[src/rtl/lpad_pkg.sv]
package lpad_pkg;

    localparam int LINE_W     = 256;
    localparam int BEAT_W     = 32;
    localparam int BEATS      = LINE_W / BEAT_W;
    localparam int BEAT_IDX_W = $clog2(BEATS);
    localparam int PAD_IN_W   = 128;

    typedef enum logic [2:0] {
        ST_IDLE,
        ST_WPAD,
        ST_WMEM,
        ST_RWAIT,
        ST_RESP
    } ctl_state_e;

    function automatic logic [BEAT_W-1:0] beat_of(input logic [LINE_W-1:0] line,
                                                  input logic [BEAT_IDX_W-1:0] idx);
        return line[int'(idx)*BEAT_W +: BEAT_W];
    endfunction

endpackage

[src/rtl/lpad_ctr_table.sv]
module lpad_ctr_table #(
    parameter int LIDX_W   = 4,
    parameter int RO_LINES = 4,
    parameter int CNT_W    = 16
) (
    input  logic              clk,
    input  logic              rst,
    input  logic [LIDX_W-1:0] rd_line,
    output logic [CNT_W-1:0]  rd_cnt,
    output logic              rd_ro,
    input  logic              bump
);
    localparam int NLINES = 1 << LIDX_W;
    localparam int NRW    = NLINES - RO_LINES;

    logic [CNT_W-1:0] cnt_q [NRW];

    assign rd_ro = int'(rd_line) < RO_LINES;

    // writable lines only; read-only lines own no storage
    always_comb begin
        rd_cnt = '0;
        for (int i = 0; i < NRW; i++) begin
            if (int'(rd_line) == i + RO_LINES) rd_cnt = cnt_q[i];
        end
    end

    always_ff @(posedge clk) begin
        if (rst) begin
            for (int i = 0; i < NRW; i++) cnt_q[i] <= '0;
        end else if (bump) begin
            for (int i = 0; i < NRW; i++) begin
                if (int'(rd_line) == i + RO_LINES) cnt_q[i] <= cnt_q[i] + CNT_W'(1);
            end
        end
    end

endmodule

[src/rtl/lpad_pad_client.sv]
module lpad_pad_client import lpad_pkg::*; #(
    parameter int PAD_W = 128
) (
    input  logic                clk,
    input  logic                rst,
    input  logic                start,
    input  logic [PAD_IN_W-1:0] seed_in,
    output logic                pad_req_valid,
    input  logic                pad_req_ready,
    output logic [PAD_IN_W-1:0] pad_req_data,
    input  logic                pad_rsp_valid,
    input  logic [PAD_W-1:0]    pad_rsp_data,
    output logic                done,
    output logic [LINE_W-1:0]   line_pad
);
    logic                req_q, wait_q, done_q;
    logic [PAD_IN_W-1:0] seed_q;
    logic [PAD_W-1:0]    pad_q;

    assign pad_req_valid = req_q;
    assign pad_req_data  = seed_q;
    assign done          = done_q;

    generate
        if (PAD_W == LINE_W) begin : g_wide
            assign line_pad = pad_q;
        end else begin : g_repeat
            assign line_pad = {(LINE_W / PAD_W){pad_q}};
        end
    endgenerate

    always_ff @(posedge clk) begin
        if (rst) begin
            req_q  <= 1'b0;
            wait_q <= 1'b0;
            done_q <= 1'b0;
            seed_q <= '0;
            pad_q  <= '0;
        end else if (start) begin
            req_q  <= 1'b1;
            wait_q <= 1'b0;
            done_q <= 1'b0;
            seed_q <= seed_in;
        end else begin
            if (req_q && pad_req_ready) begin
                req_q  <= 1'b0;
                wait_q <= 1'b1;
            end
            if (wait_q && pad_rsp_valid) begin
                wait_q <= 1'b0;
                done_q <= 1'b1;
                pad_q  <= pad_rsp_data;
            end
        end
    end

endmodule

[src/rtl/lpad_beat_engine.sv]
module lpad_beat_engine import lpad_pkg::*; #(
    parameter int LIDX_W = 4
) (
    input  logic                         clk,
    input  logic                         rst,
    input  logic                         start,
    input  logic                         write,
    input  logic [LIDX_W-1:0]            line,
    input  logic [LINE_W-1:0]            wline,
    output logic                         mem_req_valid,
    input  logic                         mem_req_ready,
    output logic                         mem_req_write,
    output logic [LIDX_W+BEAT_IDX_W-1:0] mem_req_addr,
    output logic [BEAT_W-1:0]            mem_req_wdata,
    input  logic                         mem_rsp_valid,
    input  logic [BEAT_W-1:0]            mem_rsp_data,
    output logic                         done,
    output logic [LINE_W-1:0]            rline
);
    localparam logic [BEAT_IDX_W:0] LAST = (BEAT_IDX_W + 1)'(BEATS - 1);

    logic                  active_q, wr_q, done_q;
    logic [LIDX_W-1:0]     line_q;
    logic [LINE_W-1:0]     buf_q;
    logic [BEAT_IDX_W:0]   issue_q, recv_q;
    logic                  issuing;

    assign issuing       = active_q && (issue_q <= LAST);
    assign mem_req_valid = issuing;
    assign mem_req_write = wr_q;
    assign mem_req_addr  = {line_q, issue_q[BEAT_IDX_W-1:0]};
    assign mem_req_wdata = beat_of(buf_q, issue_q[BEAT_IDX_W-1:0]);
    assign done          = done_q;
    assign rline         = buf_q;

    always_ff @(posedge clk) begin
        if (rst) begin
            active_q <= 1'b0;
            wr_q     <= 1'b0;
            done_q   <= 1'b0;
            line_q   <= '0;
            buf_q    <= '0;
            issue_q  <= '0;
            recv_q   <= '0;
        end else if (start) begin
            active_q <= 1'b1;
            wr_q     <= write;
            done_q   <= 1'b0;
            line_q   <= line;
            buf_q    <= wline;
            issue_q  <= '0;
            recv_q   <= '0;
        end else if (active_q) begin
            if (issuing && mem_req_ready) begin
                issue_q <= issue_q + 1'b1;
                if (wr_q && issue_q == LAST) begin
                    active_q <= 1'b0;
                    done_q   <= 1'b1;
                end
            end
            if (!wr_q && mem_rsp_valid) begin
                buf_q[int'(recv_q[BEAT_IDX_W-1:0])*BEAT_W +: BEAT_W] <= mem_rsp_data;
                recv_q <= recv_q + 1'b1;
                if (recv_q == LAST) begin
                    active_q <= 1'b0;
                    done_q   <= 1'b1;
                end
            end
        end
    end

endmodule

[src/rtl/line_pad_crypt.sv]
module line_pad_crypt import lpad_pkg::*; #(
    parameter int                  LIDX_W   = 4,
    parameter int                  RO_LINES = 4,
    parameter int                  CNT_W    = 16,
    parameter int                  PAD_W    = 128,
    parameter logic [PAD_IN_W-1:0] RAND_PAD = 128'h3C6E_F372_A54F_F53A_510E_527F_9B05_688C
) (
    input  logic                         clk,
    input  logic                         rst,
    input  logic                         req_valid,
    output logic                         req_ready,
    input  logic                         req_write,
    input  logic [LIDX_W-1:0]            req_line,
    input  logic [LINE_W-1:0]            req_wdata,
    output logic                         resp_valid,
    output logic [LINE_W-1:0]            resp_rdata,
    output logic                         pad_req_valid,
    input  logic                         pad_req_ready,
    output logic [PAD_IN_W-1:0]          pad_req_data,
    input  logic                         pad_rsp_valid,
    input  logic [PAD_W-1:0]             pad_rsp_data,
    output logic                         mem_req_valid,
    input  logic                         mem_req_ready,
    output logic                         mem_req_write,
    output logic [LIDX_W+BEAT_IDX_W-1:0] mem_req_addr,
    output logic [BEAT_W-1:0]            mem_req_wdata,
    input  logic                         mem_rsp_valid,
    input  logic [BEAT_W-1:0]            mem_rsp_data
);
    localparam int FILL_W = PAD_IN_W - CNT_W - LIDX_W;

    typedef struct packed {
        logic [CNT_W-1:0]  cnt;
        logic [LIDX_W-1:0] line;
        logic [FILL_W-1:0] fill;
    } seed_t;

    ctl_state_e        state_q;
    logic [LINE_W-1:0] ptext_q, rdata_q;
    logic [LIDX_W-1:0] line_q;
    logic              accept;
    logic [CNT_W-1:0]  tbl_cnt;
    logic              tbl_ro;
    seed_t             seed;
    logic              pad_done, beat_done;
    logic [LINE_W-1:0] line_pad, beat_rline;
    logic              beat_start, beat_write;
    logic [LIDX_W-1:0] beat_line;

    assign req_ready  = (state_q == ST_IDLE);
    assign accept     = req_valid && req_ready;
    assign resp_valid = (state_q == ST_RESP);
    assign resp_rdata = rdata_q;

    always_comb begin
        seed.cnt  = tbl_ro ? '0 : (req_write ? tbl_cnt + CNT_W'(1) : tbl_cnt);
        seed.line = req_line;
        seed.fill = RAND_PAD[FILL_W-1:0];
    end

    lpad_ctr_table #(
        .LIDX_W  (LIDX_W),
        .RO_LINES(RO_LINES),
        .CNT_W   (CNT_W)
    ) ctr_i (
        .clk    (clk),
        .rst    (rst),
        .rd_line(req_line),
        .rd_cnt (tbl_cnt),
        .rd_ro  (tbl_ro),
        .bump   (accept && req_write && !tbl_ro)
    );

    lpad_pad_client #(.PAD_W(PAD_W)) pad_i (
        .clk          (clk),
        .rst          (rst),
        .start        (accept),
        .seed_in      (seed),
        .pad_req_valid(pad_req_valid),
        .pad_req_ready(pad_req_ready),
        .pad_req_data (pad_req_data),
        .pad_rsp_valid(pad_rsp_valid),
        .pad_rsp_data (pad_rsp_data),
        .done         (pad_done),
        .line_pad     (line_pad)
    );

    assign beat_start = (accept && !req_write) || (state_q == ST_WPAD && pad_done);
    assign beat_write = (state_q == ST_WPAD);
    assign beat_line  = (state_q == ST_IDLE) ? req_line : line_q;

    lpad_beat_engine #(.LIDX_W(LIDX_W)) beat_i (
        .clk          (clk),
        .rst          (rst),
        .start        (beat_start),
        .write        (beat_write),
        .line         (beat_line),
        .wline        (ptext_q ^ line_pad),
        .mem_req_valid(mem_req_valid),
        .mem_req_ready(mem_req_ready),
        .mem_req_write(mem_req_write),
        .mem_req_addr (mem_req_addr),
        .mem_req_wdata(mem_req_wdata),
        .mem_rsp_valid(mem_rsp_valid),
        .mem_rsp_data (mem_rsp_data),
        .done         (beat_done),
        .rline        (beat_rline)
    );

    always_ff @(posedge clk) begin
        if (rst) begin
            state_q <= ST_IDLE;
            ptext_q <= '0;
            rdata_q <= '0;
            line_q  <= '0;
        end else begin
            case (state_q)
                ST_IDLE: if (accept) begin
                    line_q  <= req_line;
                    ptext_q <= req_wdata;
                    state_q <= req_write ? ST_WPAD : ST_RWAIT;
                end
                ST_WPAD:  if (pad_done) state_q <= ST_WMEM;
                ST_WMEM:  if (beat_done) state_q <= ST_RESP;
                ST_RWAIT: if (pad_done && beat_done) begin
                    rdata_q <= beat_rline ^ line_pad;
                    state_q <= ST_RESP;
                end
                ST_RESP:  state_q <= ST_IDLE;
                default:  state_q <= ST_IDLE;
            endcase
        end
    end

endmodule

[config.mk]
export PLATFORM = sky130hd
export DESIGN_NAME = line_pad_crypt
export DESIGN_NICKNAME = d
export VERILOG_FILES = /design/src/rtl/lpad_pkg.sv /design/src/rtl/lpad_ctr_table.sv /design/src/rtl/lpad_pad_client.sv /design/src/rtl/lpad_beat_engine.sv /design/src/rtl/line_pad_crypt.sv
export SDC_FILE = /design/constraint.sdc
export NUM_CORES = 2
export LEC_CHECK = 0
export BUFFER_PORTS_ARGS = -buffer_cell sky130_fd_sc_hd__buf_2
export CORE_AREA = 2 2 334 336
export CTS_CLUSTER_SIZE = 10
export DETAILED_ROUTE_END_ITERATION = 8
export DIE_AREA = 0 0 336 338
export GPL_TIMING_DRIVEN = 0
export PLACE_DENSITY = 0.73
export SLEW_MARGIN = 30
export SYNTH_ARGS = -nofsm -noshare
export SYNTH_HDL_FRONTEND = slang
export SYNTH_SLANG_ARGS = --single-unit
[constraint.sdc]
create_clock -name clk -period 3 [get_ports clk]
set_clock_uncertainty 0.2 [all_clocks]
set_input_delay 0.45 -clock clk [delete_from_list [all_inputs] [get_ports clk]]
set_output_delay 0.45 -clock clk [all_outputs]
set_load 0.005 [all_outputs]
==> flow_summary.ini <==
[timing]
relSlewSlack = 0.348
setup_violations = 34
finalHoldViolations = 0
hold_ws_ps = 62.4
rsz0062_at_grt = true
worst_slack_ps = -169
period_needed_ps = 3170
max_clock_freq_mhz = 316
slew_violations = 0
tightest_slew_ps = 975
period_share = 1.06
final.setup.tns_ps = -3800

[synthesis]
synthFlopType = dfxtp_1
synth_warnings = 0
synth_cells = 6046
synth-async-reset-ratio = 0
ys_seq_elements = 1130
syn_area_per_cell_um2 = 8.88
synth-edff-count = 192
synth_cell_types = 93
ys_seq_area_frac = 0.457
syn_area_um2 = 53700

[global_routing]
grt_antenna_before_repair = 56
grt_pass1_wl_mm = 384
grt_max_degree = 56
grt_pass1_vias = 51343
grt-ovfl-total = 0
grt_usage = 0.482

[drt]
drt_iter0_markers = 7267
routed_via_density = 6.21
dr.pass1.iters = 7
wl_per_cell_um = 31.6
ant_nets = 0
vias = 56038
drc = 0
finalWirelength_mm = 285

[hold_path]
min-delay-start = mem_rsp_valid
min_path_type = input pin to flip-flop

[place]
place_congestion = 1.08
post-place-ws_ps = -1220
port_buffers = 768
dp_cells = 8378
hpwlAfterDp_mm = 221

[layout]
final_core_util = 0.630
area_delta_synth_final_pct = 29.1
fin_nets = 7897
final_cells = 9026
drive_gt1_frac = 0.199

[clock_network]
cts_sinks = 1130
cts_buffer_depth = 3
cts_tree = yes
htree_levels = 4
worst_skew_pair.late_latency_ps = 780
cts_buffers = 134
clk_pin_slew_ps = 60
cts-root-buf = clkbuf_16

[flow_run]
drv_cap = 0

[power]
powerDensity_nw_per_um2 = 548
power.leakage_nw = 26.7
power.internal_mw = 26.7
clkPwrFrac = 0.397
p_sw_frac = 0.297
p_sw_mw = 11.3
combPwrFrac = 0.146
peakVddDrop_v = 0.000423
power_frac_seq = 0.457

[die]
std_cell_rows = 122
coreArea_um2 = 110000
dieHeight_um = 338
start_util = 0.488
fp.dieW_um = 336
die_area_um2 = 114000
ioPinCount = 856

[worst_setup_path]
crit_chain = buf_12 > buf_12 > mux4_2 > mux2_4 > buf_2
cpMaxStageDelayCell = mux4_2
startpoint_type = flip-flop
crit_top_cell = buf_12
worst-path-buf-inv = 3
r2r-start = ctr_i.cnt_q[0][133]$_SDFFCE_PN0P_
arrival_ps = 2520
cp_top_family = multiplexers
crit_fanout = 9
critPathKind = flip-flop to output pin
crit_start = beat_i.issue_q[0]$_SDFFE_PP0P_
endpoint_kind = output pin
cpPeakStageDelay_ps = 510
worstPathRequired_ps = 2350

[run_status]
run_status = finished, violations left
violations = negative setup slack
[power groups by stage]
stage	Sequential, mW	Clock [mW]	Combinational, mW
final	17.3	15.1	5.53
after global routing	17.3	15.5	5.72
after CTS	17.2	14.9	5.20
after detailed placement	17.6	0	4.62
after global placement	17.5	0	4.52
after floorplan	16.9	0	2.67
[cells in the final DEF (no fill, tap or decap), drive strengths merged, types with 21 or more instances in the layout]
master,instances
dfxtp,938
diode,40
xnor2,330
nand2,889
a22oi,269
edfxtp,192
inv,28
dlygate4sd3,388
mux2,40
nor2b,21
a21oi,426
o21ai,44
mux2i,23
xor2,363
a211oi,523
nor2,794
nand3,106
and3,40
buf,994
conb,54
nand4,33
mux4,69
clkbuf,705
nor3,24
[state kept, by name, summed over array words and instances, names as in the netlist, 4 cells and up]
| register | count |
|---|---|
| beat_i.rline | 256 |
| ptext_q | 256 |
| resp_rdata | 256 |
| ctr_i.cnt_q | 192 |
| pad_i.pad_q | 128 |
| pad_i.pad_req_data | 18 |
| beat_i.issue_q | 4 |
| beat_i.line_q | 4 |
| beat_i.recv_q | 4 |
[synth_stat cells (all sizes together) (13+ instances only)]
cell,number,area (um2)
dfxtp,938,18800
nand2,889,3340
nor2,794,2990
clkbuf,543,2040
a211oi,523,3930
a21oi,426,2130
xor2,363,3180
xnor2,330,2890
a22oi,269,2020
edfxtp,192,5770
buf,163,1150
nand3,106,541
mux4,69,1550
o21ai,44,224
and3,40,250
mux2,40,450
nand4,33,219
inv,26,97.6
nor3,24,135
mux2i,23,230
nor2b,21,131
ha,20,250
and2,13,81.3
[cells by family (layout without fill, tap and decap cells)]
group,Yosys count,after routing,share of synthesized area
and+or+nand+nor,1982,1982,0.153
xor gates and xnor gates,693,693,0.113
DFF,1130,1130,0.457
adders and majority gates,20,20,0.00466
muxes,132,132,0.0416
other,1,94,0.0000699
AOI/OAI and AO/OA,1355,1355,0.169
buffers and inverters,733,2132,0.0613
[final timing paths]
kind,to,slack (ps),cells past startpoint
min,beat_i.recv_q[1]$_SDFFE_PP0P_,60,4
max reg2reg,pad_i.pad_req_data[121]$_SDFFE_PP0P_,0,8
max,mem_req_wdata[20],-170,5
min reg2reg,pad_i.pad_req_data[118]$_SDFFE_PP0P_,260,2
[cell type report]
type                            count  area (um2)
Fill cell                        9175       40800
Multi-Input combinational cell   4236       26500
Sequential cell                  1130       24600
Timing Repair Buffer             1224        8760
Buffer                            696        3550
Clock buffer                      167        3530
Tap cell                         1488        1860
Clock inverter                     18         275
Inverter                           27         110
Antenna cell                       40         100
[through the flow]
| stage | power [mW] | cell area [um2] |
|---|---|---|
| CTS | 37.3 | 68700 |
| detailed placement | 22.2 | 60100 |
| global route | 38.6 | 69200 |
| finish | 38.0 | 69300 |
| global placement | 22.1 | 59600 |
| floorplan | 19.5 | 53900 |
[tightest hold or removal path, delay by kind of cell]
kind	cells	cell delay, ps
and+or+nand+nor	2	290
buffers and inverters	1	180
AOI/OAI and AO/OA	1	60
[what timing repair did]
item | CTS | global route
endpoints found under the setup margin | 1268 | 584
hold buffers | 388 | 0
buffers inserted | 19 | 22
pin swaps | 9 | 17
endpoints found under the hold margin | 389 | 0
gates resized for setup | 248 | 129
cloned | 0 | 4
[routing by layer]
layer  routed length [um]  share of wire  vias to the layer above  global-route usage
met5                  183        0.00064                        -             0.00128
met4                27400          0.096                       20               0.385
met3                37200           0.13                     1181               0.148
met2               117000           0.41                     4394               0.690
met1               103000           0.36                    26914               0.600
li1                     -              -                    23529                   -
(Power assumes the default switching activity.)
